--- src/rtl/dmairq_pkg.sv ---
`timescale 1ns/1ps
package dmairq_pkg;
  localparam int unsigned REG_AW = 8;

  typedef enum logic [REG_AW-1:0] {
    OFF_SUMMARY = 8'h00,
    OFF_TC_INT  = 8'h04,
    OFF_TC_CLR  = 8'h08,
    OFF_EA_INT  = 8'h0C,
    OFF_EA_CLR  = 8'h10,
    OFF_TC_RAW  = 8'h14,
    OFF_EA_RAW  = 8'h18,
    OFF_CH_EN   = 8'h1C
  } reg_off_e;

  localparam int unsigned N_KINDS = 3;
  localparam int unsigned K_TC  = 0;
  localparam int unsigned K_ERR = 1;
  localparam int unsigned K_ABT = 2;
endpackage

--- src/rtl/dmairq_flag_bank.sv ---
`timescale 1ns/1ps
module dmairq_flag_bank #(
  parameter int unsigned NUM_CH = 8
) (
  input  logic              clk_i,
  input  logic              rst_ni,
  input  logic [NUM_CH-1:0] evt_i,
  input  logic [NUM_CH-1:0] gate_i,
  input  logic [NUM_CH-1:0] mask_i,
  input  logic [NUM_CH-1:0] clr_i,
  output logic [NUM_CH-1:0] raw_o,
  output logic [NUM_CH-1:0] int_o
);
  logic [NUM_CH-1:0] raw_q, int_q, raw_set, int_set;

  assign raw_set = evt_i & gate_i;
  assign int_set = raw_set & ~mask_i;

  // set after clear: a same-cycle event survives
  always_ff @(posedge clk_i or negedge rst_ni) begin
    if (!rst_ni) begin
      raw_q <= '0;
      int_q <= '0;
    end else begin
      raw_q <= (raw_q & ~clr_i) | raw_set;
      int_q <= (int_q & ~clr_i) | int_set;
    end
  end

  assign raw_o = raw_q;
  assign int_o = int_q;

  a_r7_set_wins: assert property (@(posedge clk_i) disable iff (!rst_ni)
    (|raw_set) |=> ((raw_o & $past(raw_set)) == $past(raw_set)));

  a_r5_clear_drops: assert property (@(posedge clk_i) disable iff (!rst_ni)
    (|(clr_i & ~raw_set)) |=> ((raw_o & $past(clr_i & ~raw_set)) == '0));

  a_r3_int_within_raw: assert property (@(posedge clk_i) disable iff (!rst_ni)
    ((int_o & ~raw_o) == '0));

  a_r3_mask_blocks: assert property (@(posedge clk_i) disable iff (!rst_ni)
    1'b1 |=> ((int_o & ~$past(int_o) & $past(mask_i)) == '0));
endmodule

--- src/rtl/dmairq_regif.sv ---
`timescale 1ns/1ps
module dmairq_regif
  import dmairq_pkg::*;
#(
  parameter int unsigned NUM_CH  = 8,
  parameter int unsigned DATA_W  = 32,
  parameter int unsigned ABT_LSB = 16
) (
  input  logic              we_i,
  input  logic [REG_AW-1:0] addr_i,
  input  logic [DATA_W-1:0] wdata_i,
  input  logic [NUM_CH-1:0] tc_int_i,
  input  logic [NUM_CH-1:0] tc_raw_i,
  input  logic [NUM_CH-1:0] err_int_i,
  input  logic [NUM_CH-1:0] err_raw_i,
  input  logic [NUM_CH-1:0] abt_int_i,
  input  logic [NUM_CH-1:0] abt_raw_i,
  input  logic [NUM_CH-1:0] ch_en_i,
  output logic [NUM_CH-1:0] tc_clr_o,
  output logic [NUM_CH-1:0] err_clr_o,
  output logic [NUM_CH-1:0] abt_clr_o,
  output logic [DATA_W-1:0] rdata_o
);
  logic tc_clr_hit, ea_clr_hit;
  logic [DATA_W-1:0] ea_int_word, ea_raw_word;

  assign tc_clr_hit = we_i && (addr_i == OFF_TC_CLR);
  assign ea_clr_hit = we_i && (addr_i == OFF_EA_CLR);

  assign tc_clr_o  = tc_clr_hit ? wdata_i[NUM_CH-1:0]        : '0;
  assign err_clr_o = ea_clr_hit ? wdata_i[NUM_CH-1:0]        : '0;
  assign abt_clr_o = ea_clr_hit ? wdata_i[ABT_LSB +: NUM_CH] : '0;

  always_comb begin
    ea_int_word = '0;
    ea_raw_word = '0;
    ea_int_word[NUM_CH-1:0]        = err_int_i;
    ea_int_word[ABT_LSB +: NUM_CH] = abt_int_i;
    ea_raw_word[NUM_CH-1:0]        = err_raw_i;
    ea_raw_word[ABT_LSB +: NUM_CH] = abt_raw_i;
  end

  always_comb begin
    rdata_o = '0;
    case (addr_i)
      OFF_SUMMARY: rdata_o[NUM_CH-1:0] = tc_int_i | err_int_i | abt_int_i;
      OFF_TC_INT:  rdata_o[NUM_CH-1:0] = tc_int_i;
      OFF_EA_INT:  rdata_o = ea_int_word;
      OFF_TC_RAW:  rdata_o[NUM_CH-1:0] = tc_raw_i;
      OFF_EA_RAW:  rdata_o = ea_raw_word;
      OFF_CH_EN:   rdata_o[NUM_CH-1:0] = ch_en_i;
      default:     rdata_o = '0;
    endcase
  end
endmodule

--- src/rtl/dmairq_irq_gen.sv ---
`timescale 1ns/1ps
module dmairq_irq_gen #(
  parameter int unsigned NUM_CH = 8
) (
  input  logic [NUM_CH-1:0] tc_int_i,
  input  logic [NUM_CH-1:0] err_int_i,
  input  logic [NUM_CH-1:0] abt_int_i,
  output logic              irq_tc_o,
  output logic              irq_err_o,
  output logic              irq_any_o
);
  assign irq_tc_o  = |tc_int_i;
  assign irq_err_o = |(err_int_i | abt_int_i);
  assign irq_any_o = irq_tc_o | irq_err_o;
endmodule

--- src/rtl/dmairq_hub.sv ---
`timescale 1ns/1ps
module dmairq_hub
  import dmairq_pkg::*;
#(
  parameter int unsigned NUM_CH  = 8,
  parameter int unsigned DATA_W  = 32,
  parameter int unsigned ABT_LSB = 16
) (
  input  logic              clk_i,
  input  logic              rst_ni,
  input  logic [NUM_CH-1:0] tc_evt_i,
  input  logic [NUM_CH-1:0] err_evt_i,
  input  logic [NUM_CH-1:0] abt_evt_i,
  input  logic [NUM_CH-1:0] tc_hold_i,
  input  logic [NUM_CH-1:0] tc_mask_i,
  input  logic [NUM_CH-1:0] err_mask_i,
  input  logic [NUM_CH-1:0] abt_mask_i,
  input  logic [NUM_CH-1:0] ch_en_i,
  input  logic              reg_we_i,
  input  logic [REG_AW-1:0] reg_addr_i,
  input  logic [DATA_W-1:0] reg_wdata_i,
  output logic [DATA_W-1:0] reg_rdata_o,
  output logic              irq_tc_o,
  output logic              irq_err_o,
  output logic              irq_any_o
);
  localparam int unsigned ABT_MSB = ABT_LSB + NUM_CH - 1;

  initial begin
    if (ABT_LSB < NUM_CH || ABT_MSB >= DATA_W)
      $error("abort field overlaps error field or exceeds data width");
  end

  logic [NUM_CH-1:0] evt_a  [N_KINDS];
  logic [NUM_CH-1:0] gate_a [N_KINDS];
  logic [NUM_CH-1:0] mask_a [N_KINDS];
  logic [NUM_CH-1:0] clr_a  [N_KINDS];
  logic [NUM_CH-1:0] raw_a  [N_KINDS];
  logic [NUM_CH-1:0] int_a  [N_KINDS];

  assign evt_a[K_TC]   = tc_evt_i;
  assign evt_a[K_ERR]  = err_evt_i;
  assign evt_a[K_ABT]  = abt_evt_i;
  assign gate_a[K_TC]  = ~tc_hold_i;
  assign gate_a[K_ERR] = '1;
  assign gate_a[K_ABT] = '1;
  assign mask_a[K_TC]  = tc_mask_i;
  assign mask_a[K_ERR] = err_mask_i;
  assign mask_a[K_ABT] = abt_mask_i;

  for (genvar k = 0; k < N_KINDS; k++) begin : g_bank
    dmairq_flag_bank #(.NUM_CH(NUM_CH)) u_bank (
      .clk_i  (clk_i),
      .rst_ni (rst_ni),
      .evt_i  (evt_a[k]),
      .gate_i (gate_a[k]),
      .mask_i (mask_a[k]),
      .clr_i  (clr_a[k]),
      .raw_o  (raw_a[k]),
      .int_o  (int_a[k])
    );
  end

  dmairq_regif #(.NUM_CH(NUM_CH), .DATA_W(DATA_W), .ABT_LSB(ABT_LSB)) u_regif (
    .we_i      (reg_we_i),
    .addr_i    (reg_addr_i),
    .wdata_i   (reg_wdata_i),
    .tc_int_i  (int_a[K_TC]),
    .tc_raw_i  (raw_a[K_TC]),
    .err_int_i (int_a[K_ERR]),
    .err_raw_i (raw_a[K_ERR]),
    .abt_int_i (int_a[K_ABT]),
    .abt_raw_i (raw_a[K_ABT]),
    .ch_en_i   (ch_en_i),
    .tc_clr_o  (clr_a[K_TC]),
    .err_clr_o (clr_a[K_ERR]),
    .abt_clr_o (clr_a[K_ABT]),
    .rdata_o   (reg_rdata_o)
  );

  dmairq_irq_gen #(.NUM_CH(NUM_CH)) u_irq (
    .tc_int_i  (int_a[K_TC]),
    .err_int_i (int_a[K_ERR]),
    .abt_int_i (int_a[K_ABT]),
    .irq_tc_o  (irq_tc_o),
    .irq_err_o (irq_err_o),
    .irq_any_o (irq_any_o)
  );

  // no new raw completion bit without an ungated pulse
  a_r2_hold_blocks: assert property (@(posedge clk_i) disable iff (!rst_ni)
    1'b1 |=> ((raw_a[K_TC] & ~$past(raw_a[K_TC]) & ~$past(tc_evt_i & ~tc_hold_i)) == '0));

  a_r8_tc_rise_cause: assert property (@(posedge clk_i) disable iff (!rst_ni)
    $rose(irq_tc_o) |-> $past(|(tc_evt_i & ~tc_hold_i & ~tc_mask_i)));

  a_r8_err_rise_cause: assert property (@(posedge clk_i) disable iff (!rst_ni)
    $rose(irq_err_o) |-> $past(|((err_evt_i & ~err_mask_i) | (abt_evt_i & ~abt_mask_i))));

  a_r11_stray_write: assert property (@(posedge clk_i) disable iff (!rst_ni)
    (reg_we_i && reg_addr_i != OFF_TC_CLR && reg_addr_i != OFF_EA_CLR &&
     !(|tc_evt_i) && !(|err_evt_i) && !(|abt_evt_i))
    |=> ($stable(raw_a[K_TC]) && $stable(raw_a[K_ERR]) && $stable(raw_a[K_ABT])));
endmodule

--- config.mk ---
export PLATFORM = sky130hd
export DESIGN_NAME = dmairq_hub
export DESIGN_NICKNAME = d
export VERILOG_FILES = /design/src/rtl/dmairq_pkg.sv /design/src/rtl/dmairq_flag_bank.sv /design/src/rtl/dmairq_regif.sv /design/src/rtl/dmairq_irq_gen.sv /design/src/rtl/dmairq_hub.sv
export SDC_FILE = /design/constraint.sdc
export NUM_CORES = 1
export LEC_CHECK = 0
export ABC_AREA = 1
export BUFFER_PORTS_ARGS = -buffer_cell sky130_fd_sc_hd__buf_2
export CORE_MARGIN = 3
export CORE_UTILIZATION = 42
export DETAILED_ROUTE_END_ITERATION = 10
export PLACE_DENSITY = 0.73
export SETUP_SLACK_MARGIN = 0.2
export SYNTH_ARGS = -nofsm -noshare
export SYNTH_HDL_FRONTEND = slang
export SYNTH_SLANG_ARGS = --single-unit
--- constraint.sdc ---
create_clock -name clk_i -period 2.8 [get_ports clk_i]
set_input_delay 0.56 -clock clk_i [delete_from_list [all_inputs] [get_ports clk_i]]
set_output_delay 0.56 -clock clk_i [all_outputs]
set_load 0.02 [all_outputs]
Yosys cells after proc, flatten, opt, wreduce, memory -nomap -nowiden
Index checks and enable logic that the tools add are counted.
{"block": "op_classes", "reduce_logical": 5, "bitwise_logic": 27, "eq_ne": 7, "muxes": 5}
{"cell": "8-bit bitwise AND", "n": 10}
{"cell": "8-bit bitwise OR", "n": 9}
{"cell": "8-bit NOT", "n": 7}
{"cell": "8-bit one-hot mux with 6 select lines", "n": 1}
{"cell": "8-bit by 5-bit equality test with 1-bit output, second input constant", "n": 4}
{"cell": "16-bit one-hot mux with 2 select lines", "n": 1}
{"cell": "8-bit two-way mux", "n": 3}
{"cell": "8-bit by 4-bit equality test with 1-bit output, second input constant", "n": 2}
{"cell": "8-bit OR reduction", "n": 2}
{"cell": "8-bit by 3-bit equality test with 1-bit output, second input constant", "n": 1}
{"cell": "8-bit zero test", "n": 1}
{"cell": "1-bit logical AND", "n": 2}
{"cell": "1-bit bitwise OR", "n": 1}
{"block": "word_totals", "in_bits": 107, "regBits": 48, "output_inout_bits": 35, "word_cells": 50}

Depth between registers and ports, before layout
{"block": "depth", "depth_word": 6, "depth_mapped": 9, "mapped_depth_nobuf": 8}

Modules after synthesis
From an unflattened synthesis, not the netlist that was laid out.
{"block": "unflattened", "cells_unflattened": 498, "area_unflattened_um2": 3116.7}
{"module": "dmairq_flag_bank", "cells_each": 80, "instances": 3, "seq_area_each_um2": 400.4, "area_each_um2": 650.6}
{"module": "dmairq_regif", "cells_each": 225, "instances": 1, "seq_area_each_um2": 0.0, "area_each_um2": 1039.7}
{"module": "dmairq_irq_gen", "cells_each": 24, "instances": 1, "seq_area_each_um2": 0.0, "area_each_um2": 91.3}
{"module": "dmairq_hub", "cells_each": 9, "instances": 1, "seq_area_each_um2": 0.0, "area_each_um2": 33.8}

Worst setup path after synthesis
OpenSTA, ideal clock, no wires.
{"block": "synth_timing", "kind": "input -> output", "from": "in reg_addr_i[0]", "to": "out reg_rdata_o[18]", "setup_slack_ps": 613, "path_stages": 6, "path_buffers": 1, "arrival_time_ps": 1627, "path_cell_list": "inv_1 nand2_1 nor2_1 buf_2 nand2_1 o21ai_0"}
{"block": "synth_between", "elab_chain_cells": 2, "word_cells_on_any_way": 3}
{"item": "from (decl)", "line": "dmairq_hub.sv:20", "text": "input logic [REG_AW-1:0] reg_addr_i,"}
{"item": "8-bit by 5-bit equality test with 1-bit output / 8-bit by 4-bit equality test with 1-bit output (equally long branches)", "line": "dmairq_regif.sv:45", "text": "case (addr_i)"}
{"item": "16-bit one-hot mux with 2 select lines (*)", "line": "dmairq_regif.sv:45"}
{"item": "to (decl)", "line": "dmairq_hub.sv:22", "text": "output logic [DATA_W-1:0] reg_rdata_o,"}
Mark *: on every way between the ends. The rest lies on a longest branch, timed or not.

Worst setup path in the final report
{"block": "layout_timing", "from": "in reg_addr_i[0]", "to": "out reg_rdata_o[1]"}
{"block": "layout_between", "elab_chain_cells": 2, "word_cells_on_any_way": 7}
{"item": "8-bit by 5-bit equality test with 1-bit output (tied with other cells)", "line": "dmairq_regif.sv:45"}
{"item": "8-bit one-hot mux with 6 select lines (*)", "line": "dmairq_regif.sv:45"}
Marked as above.

==> impl_metrics.json <==
{
  "status": "complete, no violations",
  "cts-buffers-inserted": 5,
  "maxCapViolCount": 0,
  "syn_area_per_cell_um2": 6.96,
  "cts_resized": 0,
  "reg2reg_depth": 2,
  "crit_path_end_kind": "primary output",
  "yosysTopAreaCell": "dfrtp_1",
  "initialDrtViolationCount": 200,
  "stdcell_area_um2": 3740,
  "grt_pass1_vias": 2891,
  "cp_max_fo": 22,
  "synth_seq_area_share_pct": 39.7,
  "final_common_cell": "nand2_1",
  "synthTopCellsByArea": "dfrtp_1, nand2_1, nand3_1",
  "setup.worst_path.end": "reg_rdata_o[1]",
  "r2r_end": "g_bank[2].u_bank.int_o[6]",
  "grt_pass1_wl_um": 13200,
  "htree_levels": 2,
  "cts_max_path_buffers": 2,
  "p_per_area_nw_per_um2": 353,
  "timing.hold.ws_ns": 0.358,
  "rr_startpoint": "g_bank[2].u_bank.int_o[6]",
  "hold_viol": 0,
  "crit_required_ns": 2.24,
  "layout-drive-gt1-share_pct": 31.2,
  "fmax_ghz": 0.426,
  "crit_type": "in -> out",
  "cp_data_arrival_time_ns": 1.79,
  "port_buffers": 109,
  "gp_congestion": 0.793,
  "dieArea_um2": 8260,
  "slew_headroom_pct": 57.1,
  "routed_wl_um": 7910,
  "holdBufCountCts": 0,
  "via_count": 2956,
  "final_cell_mix": "nand2_1, buf_2, inv_1, dfrtp_1, nand3_1",
  "setup_viol": 0,
  "yosysTopAreaCellShare_pct": 39.7,
  "netlist_area_um2": 3030,
  "finalCriticalPeriod_ns": 2.35,
  "ioPinCount": 142,
  "rsz0062_at_grt": "no",
  "ys_seq_elements": 48,
  "die_x_um": 90.9,
  "cts_root_buf": "clkbuf_8",
  "grt_usage_pct": 19.6,
  "fin_nets": 658,
  "yosysWarnings": 0,
  "drc": 0,
  "cts_tree": "yes",
  "yosysUniqueCellTypes": 20,
  "total_power_uw": 1320,
  "utilization_pct": 54.2,
  "worst_slew_pin_slew_ns": 0.644,
  "grt_max_degree": 49,
  "grt_overflow": 0,
  "crit_start": "reg_addr_i[0]",
  "hpwlAfterDp_um": 6030,
  "cts.sinks": 48,
  "wire_per_inst_um": 12.2,
  "clk_pin_slew_ns": 0.09,
  "hp-class": "in -> async",
  "finalSetupTns_ns": 0,
  "first_pass_iters": 4,
  "vdd_drop_max_mv": 0.213,
  "core_um2": 6910,
  "r2r_slack_ns": 2.11,
  "p_leak_uw": 0.00217,
  "fp.dieH_um": 90.9,
  "finalMaxSlewViolations": 0,
  "rows": 30,
  "clock_latency_ns": 0.29,
  "skew_ns": 0,
  "start_util_pct": 43.8,
  "finalCritPeriodShare_pct": 83.9,
  "vias_per_cell": 4.56,
  "antenna_found_initial": 0,
  "fill_cells": 721,
  "num_antenna_cells": 0,
  "postCtsSetupBuffers": 0,
  "cp-start-kind": "primary input",
  "syn_inst": 435,
  "area_delta_synth_final_pct": 23.7,
  "postRouteAntennaNets": 0,
  "placed_area_um2": 3650
}
[where the power goes]
part	internal [µW]	switching (µW)
Combinational	73.7	108
Sequential	696	2.36
Clock	201	238
[state kept, by name, summed over array words and instances (netlist names)]
register	flops
g_bank.u_bank.raw_o	24
g_bank.u_bank.int_o	24
[routing by layer]
metal	vias up	GRT usage [%]	wire length [µm]
met3	8	4.83	675
met2	120	31.4	3640
met4	0	5.03	95
met5	-	0	0
met1	1318	26.6	3490
li1	1510	-	-
[worst min-delay path by stage]
stage | to | startpoint | cells past startpoint
after floorplan | g_bank[0].u_bank.int_o[0] | rst_ni | 0
after global placement | g_bank[1].u_bank.raw_o[6] | g_bank[1].u_bank.raw_o[6] | 2
after detailed placement | g_bank[2].u_bank.raw_o[6] | g_bank[2].u_bank.raw_o[6] | 2
after CTS | g_bank[2].u_bank.raw_o[7] | rst_ni | 2
after global routing | g_bank[2].u_bank.raw_o[7] | rst_ni | 2
final | g_bank[2].u_bank.raw_o[7] | rst_ni | 2
[cells in the mapped netlist, drive strengths merged]
cell / number
inv: 58
nand3: 48
nor2: 42
dfrtp: 48
conb: 1
nand2: 164
or2: 28
nor3: 4
buf: 25
o21ai: 17
[final cells by class]
cell class	instances	area [µm²]	area share, %
well taps	96	120	3.21
multi-input cells	319	1480	39.5
flip-flops and latches	48	1200	32.1
clock inverters	1	7.51	0.201
inverters	58	218	5.82
repair buffers	119	633	16.9
clock buffers	7	86.3	2.31
[through the flow]
step / setup WS (ns) / cells
2_1_floorplan: 0.613 / 450
3_3_place_gp: 0.459 / 640
3_5_place_dp: 0.437 / 640
4_1_cts: 0.437 / 648
5_1_grt: 0.283 / 648
6_report: 0.452 / 648
[kinds of logic (layout without fill, tap and decap cells)]
family,Yosys count,count (layout),synth area share (%)
AOI/OAI and AO/OA,17,17,2.81
buffers and inverters,83,185,13.4
DFF,48,48,39.7
other,1,16,0.124
and+or+nand+nor,286,286,44.0
[critical path, stage by stage]
cell and delay [ns]:
buf_2 0.10, inv_1 0.04, nand2_1 0.12, nor2_1 0.12, buf_4 0.29, nand2_1 0.13
nor2_1 0.14, nor2_1 0.06, nand2_1 0.06, buf_2 0.16
Note: power is estimated with default switching activity, not from simulation.
